[src/rtl/sar_seq_pkg.sv]
package sar_seq_pkg;
  localparam int unsigned DATA_W  = 12;
  localparam int unsigned CHAN_W  = 12;
  localparam int unsigned REF_W   = 2;
  localparam int unsigned NUM_CYC = 14;
endpackage

[src/rtl/sar_cycle_cnt.sv]
module sar_cycle_cnt #(
  parameter int unsigned NUM_CYC = 14,
  parameter int unsigned CNT_W   = $clog2(NUM_CYC + 1)
) (
  input  logic             clk_i,
  input  logic             rst_ni,
  input  logic             start_i,
  output logic [CNT_W-1:0] cyc_o
);
  localparam logic [CNT_W-1:0] LAST = CNT_W'(NUM_CYC);

  logic [CNT_W-1:0] cyc_q;

  // 0 = idle, 1..NUM_CYC = converter cycle
  always_ff @(posedge clk_i or negedge rst_ni) begin
    if (!rst_ni)                        cyc_q <= '0;
    else if (start_i)                   cyc_q <= CNT_W'(1);
    else if (cyc_q != '0 && cyc_q < LAST) cyc_q <= cyc_q + 1'b1;
    else                                cyc_q <= '0;
  end

  assign cyc_o = cyc_q;

  assert_cyc_range_R3: assert property (@(posedge clk_i) disable iff (!rst_ni)
    cyc_q <= LAST);

  assert_cyc_step_R3: assert property (@(posedge clk_i) disable iff (!rst_ni)
    (cyc_q != '0 && cyc_q < LAST) |=> cyc_q == $past(cyc_q) + 1'b1);
endmodule

[src/rtl/sar_req_hold.sv]
module sar_req_hold #(
  parameter int unsigned CHAN_W = 12,
  parameter int unsigned REF_W  = 2
) (
  input  logic              clk_i,
  input  logic              rst_ni,
  input  logic              req_valid_i,
  output logic              req_ready_o,
  input  logic [CHAN_W-1:0] req_chan_i,
  input  logic [REF_W-1:0]  req_ref_i,
  input  logic              take_i,
  output logic              pend_vld_o,
  output logic [CHAN_W-1:0] pend_chan_o,
  output logic [REF_W-1:0]  pend_ref_o
);
  logic              vld_q;
  logic [CHAN_W-1:0] chan_q;
  logic [REF_W-1:0]  ref_q;

  always_ff @(posedge clk_i or negedge rst_ni) begin
    if (!rst_ni) begin
      vld_q  <= 1'b0;
      chan_q <= '0;
      ref_q  <= '0;
    end else if (!vld_q && req_valid_i) begin
      vld_q  <= 1'b1;
      chan_q <= req_chan_i;
      ref_q  <= req_ref_i;
    end else if (take_i) begin
      vld_q  <= 1'b0;
    end
  end

  assign req_ready_o = !vld_q;
  assign pend_vld_o  = vld_q;
  assign pend_chan_o = chan_q;
  assign pend_ref_o  = ref_q;

  assert_hold_keep_R8: assert property (@(posedge clk_i) disable iff (!rst_ni)
    (vld_q && !take_i) |=> (!req_ready_o && $stable(chan_q) && $stable(ref_q)));
endmodule

[src/rtl/sar_res_reg.sv]
module sar_res_reg #(
  parameter int unsigned DATA_W = 12,
  parameter int unsigned CHAN_W = 12
) (
  input  logic              clk_i,
  input  logic              rst_ni,
  input  logic              cap_i,
  input  logic [DATA_W-1:0] data_i,
  input  logic [CHAN_W-1:0] chan_i,
  output logic              valid_o,
  input  logic              ready_i,
  output logic [DATA_W-1:0] data_o,
  output logic [CHAN_W-1:0] chan_o
);
  logic              vld_q;
  logic [DATA_W-1:0] data_q;
  logic [CHAN_W-1:0] chan_q;

  always_ff @(posedge clk_i or negedge rst_ni) begin
    if (!rst_ni) begin
      vld_q  <= 1'b0;
      data_q <= '0;
      chan_q <= '0;
    end else if (cap_i) begin
      vld_q  <= 1'b1;
      data_q <= data_i;
      chan_q <= chan_i;
    end else if (ready_i) begin
      vld_q  <= 1'b0;
    end
  end

  assign valid_o = vld_q;
  assign data_o  = data_q;
  assign chan_o  = chan_q;

  assert_res_hold_R9: assert property (@(posedge clk_i) disable iff (!rst_ni)
    (vld_q && !ready_i) |=> (vld_q && $stable(data_q) && $stable(chan_q)));
endmodule

[src/rtl/sar_conv_seq.sv]
module sar_conv_seq
  import sar_seq_pkg::*;
#(
  parameter int unsigned P_DATA_W  = DATA_W,
  parameter int unsigned P_CHAN_W  = CHAN_W,
  parameter int unsigned P_REF_W   = REF_W,
  parameter int unsigned P_NUM_CYC = NUM_CYC
) (
  input  logic                clk_i,
  input  logic                rst_ni,
  input  logic                req_valid_i,
  output logic                req_ready_o,
  input  logic [P_CHAN_W-1:0] req_chan_i,
  input  logic [P_REF_W-1:0]  req_ref_i,
  output logic                adc_soc_o,
  input  logic                adc_eoc_i,
  input  logic [P_DATA_W-1:0] adc_data_i,
  output logic [P_CHAN_W-1:0] adc_chan_sel_o,
  output logic [P_REF_W-1:0]  adc_ref_sel_o,
  output logic                res_valid_o,
  input  logic                res_ready_i,
  output logic [P_DATA_W-1:0] res_data_o,
  output logic [P_CHAN_W-1:0] res_chan_o
);
  localparam int unsigned CNT_W = $clog2(P_NUM_CYC + 1);
  localparam logic [CNT_W-1:0] C_LAST = CNT_W'(P_NUM_CYC);
  localparam logic [CNT_W-1:0] C_EOC  = CNT_W'(P_NUM_CYC - 1);
  localparam logic [CNT_W-1:0] WIN_LO = CNT_W'(2);
  localparam logic [CNT_W-1:0] WIN_HI = CNT_W'(P_NUM_CYC - 2);

  logic [CNT_W-1:0]    cyc;
  logic                pend_vld;
  logic [P_CHAN_W-1:0] pend_chan;
  logic [P_REF_W-1:0]  pend_ref;
  logic                armed_q;
  logic [P_REF_W-1:0]  nref_q;
  logic [P_CHAN_W-1:0] chan_q, cur_chan_q;
  logic [P_REF_W-1:0]  ref_q;
  logic                at_gap, res_free, soc, in_win, eoc_hit;
  logic                idle_load, mid_load, take;

  assign at_gap    = (cyc == '0) || (cyc == C_LAST);
  assign res_free  = !res_valid_o || res_ready_i;
  assign soc       = armed_q && at_gap && res_free;
  assign in_win    = (cyc >= WIN_LO) && (cyc <= WIN_HI);
  assign eoc_hit   = (cyc == C_EOC) && adc_eoc_i;
  assign idle_load = (cyc == '0) && pend_vld && !armed_q;
  assign mid_load  = in_win && pend_vld && !armed_q;
  assign take      = idle_load || mid_load;

  sar_cycle_cnt #(.NUM_CYC(P_NUM_CYC), .CNT_W(CNT_W)) u_cnt (
    .clk_i   (clk_i),
    .rst_ni  (rst_ni),
    .start_i (soc),
    .cyc_o   (cyc)
  );

  sar_req_hold #(.CHAN_W(P_CHAN_W), .REF_W(P_REF_W)) u_hold (
    .clk_i       (clk_i),
    .rst_ni      (rst_ni),
    .req_valid_i (req_valid_i),
    .req_ready_o (req_ready_o),
    .req_chan_i  (req_chan_i),
    .req_ref_i   (req_ref_i),
    .take_i      (take),
    .pend_vld_o  (pend_vld),
    .pend_chan_o (pend_chan),
    .pend_ref_o  (pend_ref)
  );

  // armed: selects already hold the next job; reference of a
  // mid-conversion job waits in nref_q until end-of-conversion
  always_ff @(posedge clk_i or negedge rst_ni) begin
    if (!rst_ni) begin
      armed_q    <= 1'b0;
      nref_q     <= '0;
      chan_q     <= '0;
      ref_q      <= '0;
      cur_chan_q <= '0;
    end else begin
      if (take) begin
        chan_q  <= pend_chan;
        nref_q  <= pend_ref;
        armed_q <= 1'b1;
        if (idle_load) ref_q <= pend_ref;
      end
      if (soc) begin
        armed_q    <= 1'b0;
        cur_chan_q <= chan_q;
      end
      if (eoc_hit && armed_q) ref_q <= nref_q;
    end
  end

  sar_res_reg #(.DATA_W(P_DATA_W), .CHAN_W(P_CHAN_W)) u_res (
    .clk_i   (clk_i),
    .rst_ni  (rst_ni),
    .cap_i   (eoc_hit),
    .data_i  (adc_data_i),
    .chan_i  (cur_chan_q),
    .valid_o (res_valid_o),
    .ready_i (res_ready_i),
    .data_o  (res_data_o),
    .chan_o  (res_chan_o)
  );

  assign adc_soc_o      = soc;
  assign adc_chan_sel_o = chan_q;
  assign adc_ref_sel_o  = ref_q;

  assert_soc_pulse_R2: assert property (@(posedge clk_i) disable iff (!rst_ni)
    adc_soc_o |=> !adc_soc_o);

  assert_chan_window_R5: assert property (@(posedge clk_i) disable iff (!rst_ni)
    (adc_chan_sel_o != $past(adc_chan_sel_o)) |->
      ($past(cyc) == '0 || ($past(cyc) >= WIN_LO && $past(cyc) <= WIN_HI)));

  assert_ref_window_R6: assert property (@(posedge clk_i) disable iff (!rst_ni)
    (adc_ref_sel_o != $past(adc_ref_sel_o)) |->
      ($past(cyc) == '0 || ($past(cyc) == C_EOC && $past(adc_eoc_i))));

  assert_eoc_slot_R4: assert property (@(posedge clk_i) disable iff (!rst_ni)
    adc_eoc_i |-> cyc == C_EOC);

  assert_eoc_capture_R4: assert property (@(posedge clk_i) disable iff (!rst_ni)
    eoc_hit |=> res_valid_o);

  assert_no_start_idle_R10: assert property (@(posedge clk_i) disable iff (!rst_ni)
    (!pend_vld && !armed_q) |-> !adc_soc_o);
endmodule

[config.mk]
export PLATFORM = sky130hd
export DESIGN_NAME = sar_conv_seq
export DESIGN_NICKNAME = d
export VERILOG_FILES = /design/src/rtl/sar_seq_pkg.sv /design/src/rtl/sar_cycle_cnt.sv /design/src/rtl/sar_req_hold.sv /design/src/rtl/sar_res_reg.sv /design/src/rtl/sar_conv_seq.sv
export SDC_FILE = /design/constraint.sdc
export NUM_CORES = 1
export LEC_CHECK = 0
export BUFFER_PORTS_ARGS = -buffer_cell sky130_fd_sc_hd__buf_2
export CAP_MARGIN = 20
export CORE_AREA = 2 2 114 116
export DETAILED_ROUTE_END_ITERATION = 10
export DIE_AREA = 0 0 116 118
export GPL_ROUTABILITY_DRIVEN = 0
export MAX_ROUTING_LAYER = met4
export SLEW_MARGIN = 20
export SYNTH_ARGS = -nofsm -noshare
export SYNTH_HDL_FRONTEND = slang
export SYNTH_HIERARCHICAL = 1
export SYNTH_SLANG_ARGS = --single-unit
[constraint.sdc]
create_clock -name clk_i -period 4.5 [get_ports clk_i]
set_clock_uncertainty 0.2 [all_clocks]
set_input_delay 0.225 -clock clk_i [delete_from_list [all_inputs] [get_ports clk_i]]
set_output_delay 0.225 -clock clk_i [all_outputs]
set_load 0.01 [all_outputs]
### Word level (Yosys, flattened, before mapping)

Index checks and enable logic that the tools add are counted.
Widths: inputs -> output; s select.

| storage, ports and cells | value |
|---|---|
| register bits | 73 |
| output and inout bits | 41 |
| logic and storage cells | 54 |

| cells by class | value |
|---|---|
| add/sub/neg operators | 1 |
| $lt $le $gt $ge | 3 |
| eq/ne operators | 2 |
| multiplexer cells | 11 |
| reduce and logical (&&, ||, !) cells | 25 |

Operators by type and width:

| operator | number |
|---|---|
| $logic_and 1x1->1 | 11 |
| $reduce_bool 2->1 | 5 |
| $eq 4x4->1 const B | 2 |
| $mux 4 | 2 |
| $mux 1 | 6 |
| $mux 2 | 3 |
| $add 4x1->4 const B | 1 |
| $ge 4x2->1 const B | 1 |
| $le 4x4->1 const B | 1 |
| $logic_not 4->1 | 1 |
| $lt 4x4->1 const B | 1 |
| $reduce_bool 4->1 | 1 |
| $logic_not 1->1 | 3 |
| $logic_or 1x1->1 | 3 |
| $reduce_and 2->1 | 1 |

### Logic depth before layout (Yosys ltp)

| depth | value |
|---|---|
| word-level depth | 7 |
| depth in mapped cells | 5 |

### Cells and area by module

The synthesis kept the hierarchy.

Modules (own cells, without submodules):

| module | instances | cells each | area an instance (sq um) | sequential area each (sq um) |
|---|---|---|---|---|
| sar_conv_seq | 1 | 82 | 1201.2 | 725.7 |
| sar_res_reg | 1 | 54 | 1029.7 | 625.6 |
| sar_req_hold | 1 | 34 | 615.6 | 375.4 |
| sar_cycle_cnt | 1 | 21 | 206.4 | 100.1 |

### Worst setup path after synthesis

No wires, ideal clock.

| path | value |
|---|---|
| path type | reg2reg |
| start | register u_cnt.cyc_q[3] (netlist: u_cnt/cyc_o[3]) |
| end | register chan_q[1] (netlist: adc_chan_sel_o[1]) |
| library setup time | 0.125 ns |
| arrival | 1.780 ns |
| slack | 2.395 ns |
| stages on the path, launching flop included | 5 |
| buffers on the path | 1 |
| path through | dfrtp_1 -> or4b_2 -> nand3_2 -> buf_4 -> mux2_2 |

| on the way | value |
|---|---|
| cells in the longest elaborated chain, start to end | 5 |
| elaborated cells on any way between the ends | 9 |
| classes of those cells | order compare (2); reduce/logical (7) |

RTL lines:

| what | line | source |
|---|---|---|
| start: declaration | sar_cycle_cnt.sv:12 | `logic [CNT_W-1:0] cyc_q;` |
| start signal: assignment | sar_cycle_cnt.sv:18 | `else if (cyc_q != '0 && cyc_q < LAST) cyc_q <= cyc_q + 1'b1;` |
| $ge 4x2->1 or $le 4x4->1 (tied branches) | sar_conv_seq.sv:45 | `assign in_win = (cyc >= WIN_LO) && (cyc <= WIN_HI);` |
| $logic_and 1x1->1 | sar_conv_seq.sv:45 |  |
| $logic_and 1x1->1 (2 in a row) | sar_conv_seq.sv:48 | `assign mid_load = in_win && pend_vld && !armed_q;` |
| $logic_or 1x1->1 * | sar_conv_seq.sv:49 | `assign take = idle_load \|\| mid_load;` |
| end signal: assignment | sar_conv_seq.sv:82 | `chan_q <= pend_chan;` |
| end: declaration | sar_conv_seq.sv:37 | `logic [P_CHAN_W-1:0] chan_q, cur_chan_q;` |

Every way passes the cells marked *; elsewhere a longest branch is shown, timed or not.
A chain may end at the register's enable or synchronous reset.

### Final worst setup path

| path | value |
|---|---|
| start | register u_cnt.cyc_q[3] (netlist: u_cnt/cyc_o[3]) |
| end | output adc_soc_o |

| on the way | value |
|---|---|
| cells in the longest elaborated chain, start to end | 4 |
| elaborated cells on any way between the ends | 5 |
| classes of those cells | eq/ne (1); reduce/logical (4) |

RTL lines:

| what | line | source |
|---|---|---|
| $eq 4x4->1 or $logic_not 4->1 (tied branches) | sar_conv_seq.sv:42 | `assign at_gap = (cyc == '0) \|\| (cyc == C_LAST);` |
| $logic_or 1x1->1 * | sar_conv_seq.sv:42 |  |
| $logic_and 1x1->1 * (2 in a row) | sar_conv_seq.sv:44 | `assign soc = armed_q && at_gap && res_free;` |
| end: declaration | sar_conv_seq.sv:15 | `output logic adc_soc_o,` |

Marked as above.

==> results.md <==
- Status: complete, no violations
- Post-DP HPWL: 3.98 mm
- CTS buffer count: 9
- Overall overflow remaining after global route: 0
- Sw frac: 29.7%
- Total of max-cap violations: 0
- Iteration-0 DRC Markers: 29
- Total of endpoints with negative setup slack in the final report: 0
- Crit Path Category: register to primary output
- Category of the worst setup path launch point: register
- Average wire per cell in the routed design: 13.6 µm
- Final worst path period share: 61.5%
- Number of global-route vias before repair: 1959
- DR vias: 1898
- Count of final max-slew check failures: 0
- Number of levels in the clock H-tree: 3
- Setup slack after placement: 2.07 ns
- Die area: 13700 µm²
- Instance count after placement with tap cells included: 427
- Number of antenna diodes: 0
- Fraction of power consumed by combinational cells: 32.0%
- Cell depth of the worst setup path: 4
- Number of optimization iterations in the first detailed-route pass: 3
- Synth Flop Type: sky130_fd_sc_hd__dfrtp_1
- Fin worst setup slack: 1.73 ns
- Skew-Pair Late Insertion Delay: 0.33 ns
- Net switching power: 818 µW
- Count of buffers inserted at the top-level ports: 71
- Largest net degree at the start of global routing: 74
- Maximum number of buffers from clock root to sink: 2
- Share of synthesized flip-flops with an asynchronous set or reset: 100%
- Setup repair after global routing missed its margin: false
- End of the critical path: adc_soc_o
- Register area: 1830 µm²
- Avg Cell Area, Syn: 16.0 µm²
- Startpoint of the worst-slack reg-to-reg timing path: u_cnt/cyc_o[1]
- Internal Power: 1.93 mW
- Path type of the worst min-delay path: primary input to register
- Initial antenna violation count: 0
- Clock network fraction of design power: 26.6%
- Number of placement rows: 41
- CP delay by family, top: compound AO/OA/AOI/OAI gates
- Buffer and inverter count on the worst path: 2
- CTS-repair resized insts: 0
- Cell area after layout: 4120 µm²
- Synthesized net count: 224
- Clock tree from TritonCTS: yes
- Clock Tree Root: sky130_fd_sc_hd__clkbuf_16
- Crit Reg-Reg Endpoint: u_res/data_o[10]
- Reg2Reg Setup Slack: 2.20 ns
- Launching instance or port of the critical path: u_cnt/cyc_o[3]
- Detail-routed via count per cell: 4.03
- Arrival time at the worst endpoint: 2.34 ns
- Synthesized area: 3050 µm²
- Post-place instance area: 3530 µm²
- Register area share after synthesis: 59.8%
- Most common cell after layout, fill and taps aside: sky130_fd_sc_hd__dfrtp_1
- Cell variety after synth: 30
- Cell chain of the critical path: or3_1, a2111o_1, inv_1, buf_2
- Data required time at the worst endpoint: 4.07 ns
- Worst relative slew slack: 37.1%
- Time the final worst path needs with I/O delays and setup: 2.77 ns
- Final Total Pwr: 2.75 mW
- Total count of hold-check failures in the final report: 0
- Count of cells along the worst register-to-register path: 3
- Initial standard-cell utilization of the core: 24.6%
- Cell at the slowest stage of the critical path: sky130_fd_sc_hd__a2111o_1
- Number of enable-type register cells in the synthesized netlist: 0
- Final nets: 327
- Total track usage: 10.5%
- Clock-pin slew reported for the worst setup and hold paths after clock tree synthesis: 0.06 ns
- Critical path endpoint category: primary output
- Total negative slack for setup checks: 0 ns
- Gate Count Post-Synth: 191
- Top-level I/O count: 72
- Most used cells in the layout excluding fill and tap cells: sky130_fd_sc_hd__dfrtp_1, sky130_fd_sc_hd__buf_2, sky130_fd_sc_hd__mux2_2
- Antenna Violating Nets Remaining: 0
- Layout cells sized above 1: 51.2%
- Critical path's largest stage delay: 0.71 ns
- Die Y-Extent: 118 µm
- Area of the placeable core: 12400 µm²
- TritonCTS sink count: 73
- Width of the die: 116 µm
- Final routed wirelength across all metal layers: 6.38 mm
- Leakage: 1.98 nW
- PD cells: 667 nW/µm²
- Number of remaining DRC errors: 0
- Worst IR drop on VDD: 0.235 mV
- Synthesized flop and latch total: 73
- Multi-input logic area: 1100 µm²
- Largest fanout on the critical path: 14
- Achievable clock frequency: 362 MHz
- Post-CTS setup buffer count: 0
- Area growth syn-to-layout: 35.0%
- Warning count from the yosys run: 6
- FILL cells: 1266
- Part of the total power dissipated in sequential elements: 41.5%
- First-pass GRT wire length: 10.4 mm
- Non-filler cells in the finished layout: 471
- Slew @ Worst Pin: 0.943 ns
[cell usage after synthesis, types with 3 or more instances]
library cell,number,area [µm²]
sky130_fd_sc_hd__buf_6,3,33.8
sky130_fd_sc_hd__mux2_2,36,405
sky130_fd_sc_hd__buf_12,3,60.1
sky130_fd_sc_hd__dfrtp_1,73,1830
sky130_fd_sc_hd__inv_1,9,33.8
sky130_fd_sc_hd__nand2_1,3,11.3
sky130_fd_sc_hd__nand3_1,4,20.0
sky130_fd_sc_hd__mux2_4,28,420
sky130_fd_sc_hd__nor2b_1,3,18.8
[worst min path at each step]
stage | from | endpoint | slack (ns) | depth (start not counted)
floorplan | rst_ni | adc_chan_sel_o[0] | -0.27 | 0
finish | adc_eoc_i | adc_ref_sel_o[1] | 0.02 | 3
global route | adc_eoc_i | adc_ref_sel_o[1] | 0.07 | 3
detailed placement | rst_ni | cur_chan_q[6] | 0.24 | 1
CTS | adc_eoc_i | adc_ref_sel_o[1] | 0.0002 | 3
global placement | rst_ni | u_res/chan_o[6] | 0.22 | 1
[metrics by stage]
step | hold slack [ns] | utilization [%]
floorplan | -0.271 | -
global placement | 0.221 | 28.4
detailed placement | 0.236 | 28.5
CTS | 0.000239 | 33.2
finish | 0.0177 | 33.2
global route | 0.0672 | 33.2
[per-layer routing]
layer | vias to the layer above | routed length, µm | GRT usage [%] | part of all wire (%)
met4 | 0 | 92 | 3.35 | 1.4
met1 | 974 | 2780 | 11.9 | 44
met3 | 6 | 303 | 4.43 | 4.7
li1 | 881 | - | - | -
met2 | 37 | 3210 | 16.7 | 50
met5 | - | 0 | - | 0
[sequential cells by signal, indices dropped and copies added (netlist names), 2 cells and up]
register / count
adc_chan_sel_o: 12
adc_ref_sel_o: 2
cur_chan_q: 12
nref_q: 2
u_cnt/cyc_o: 4
u_hold/pend_chan_o: 12
u_hold/pend_ref_o: 2
u_res/chan_o: 12
u_res/data_o: 12
[kinds of logic (layout without fill, tap and decap cells)]
kind of cell | after synthesis | in the layout | share of synthesized area, %
DFF | 73 | 73 | 59.8
buffers and inverters | 16 | 124 | 4.43
and+or+nand+nor | 25 | 25 | 5.21
AOI/OAI and AO/OA | 11 | 11 | 2.66
muxes | 64 | 64 | 27.0
adders and majority gates | 2 | 2 | 0.820
[worst register-to-register path, cell delays in order, from the launching register on]
cell	delay (ns)
sky130_fd_sc_hd__dfrtp_1	0.48
sky130_fd_sc_hd__and4b_1	0.36
sky130_fd_sc_hd__and2_2	0.72
sky130_fd_sc_hd__mux2_2	0.42
[power groups by stage]
stage / clock network [mW] / logic, mW / registers, mW
final: 0.731 / 0.879 / 1.14
after global routing: 0.792 / 0.968 / 1.19
after CTS: 0.757 / 0.896 / 1.15
after detailed placement: 0 / 0.874 / 1.16
after global placement: 0 / 0.854 / 1.14
after floorplan: 0 / 0.577 / 1.17
[repair_timing]
action,in CTS,in global routing
setup endpoints to repair,0,0
endpoints found under the hold margin,100,0
hold buffers,28,0
[final cells by class]
cell class,instances,share of cell area [%]
clock buffers,14,6.65
flip-flops and latches,73,44.3
repair buffers,99,15.5
inverters,9,0.819
multi-input cells,102,26.7
clock inverters,2,0.850
well taps,172,5.22
Note: power is estimated with default switching activity, not from simulation.
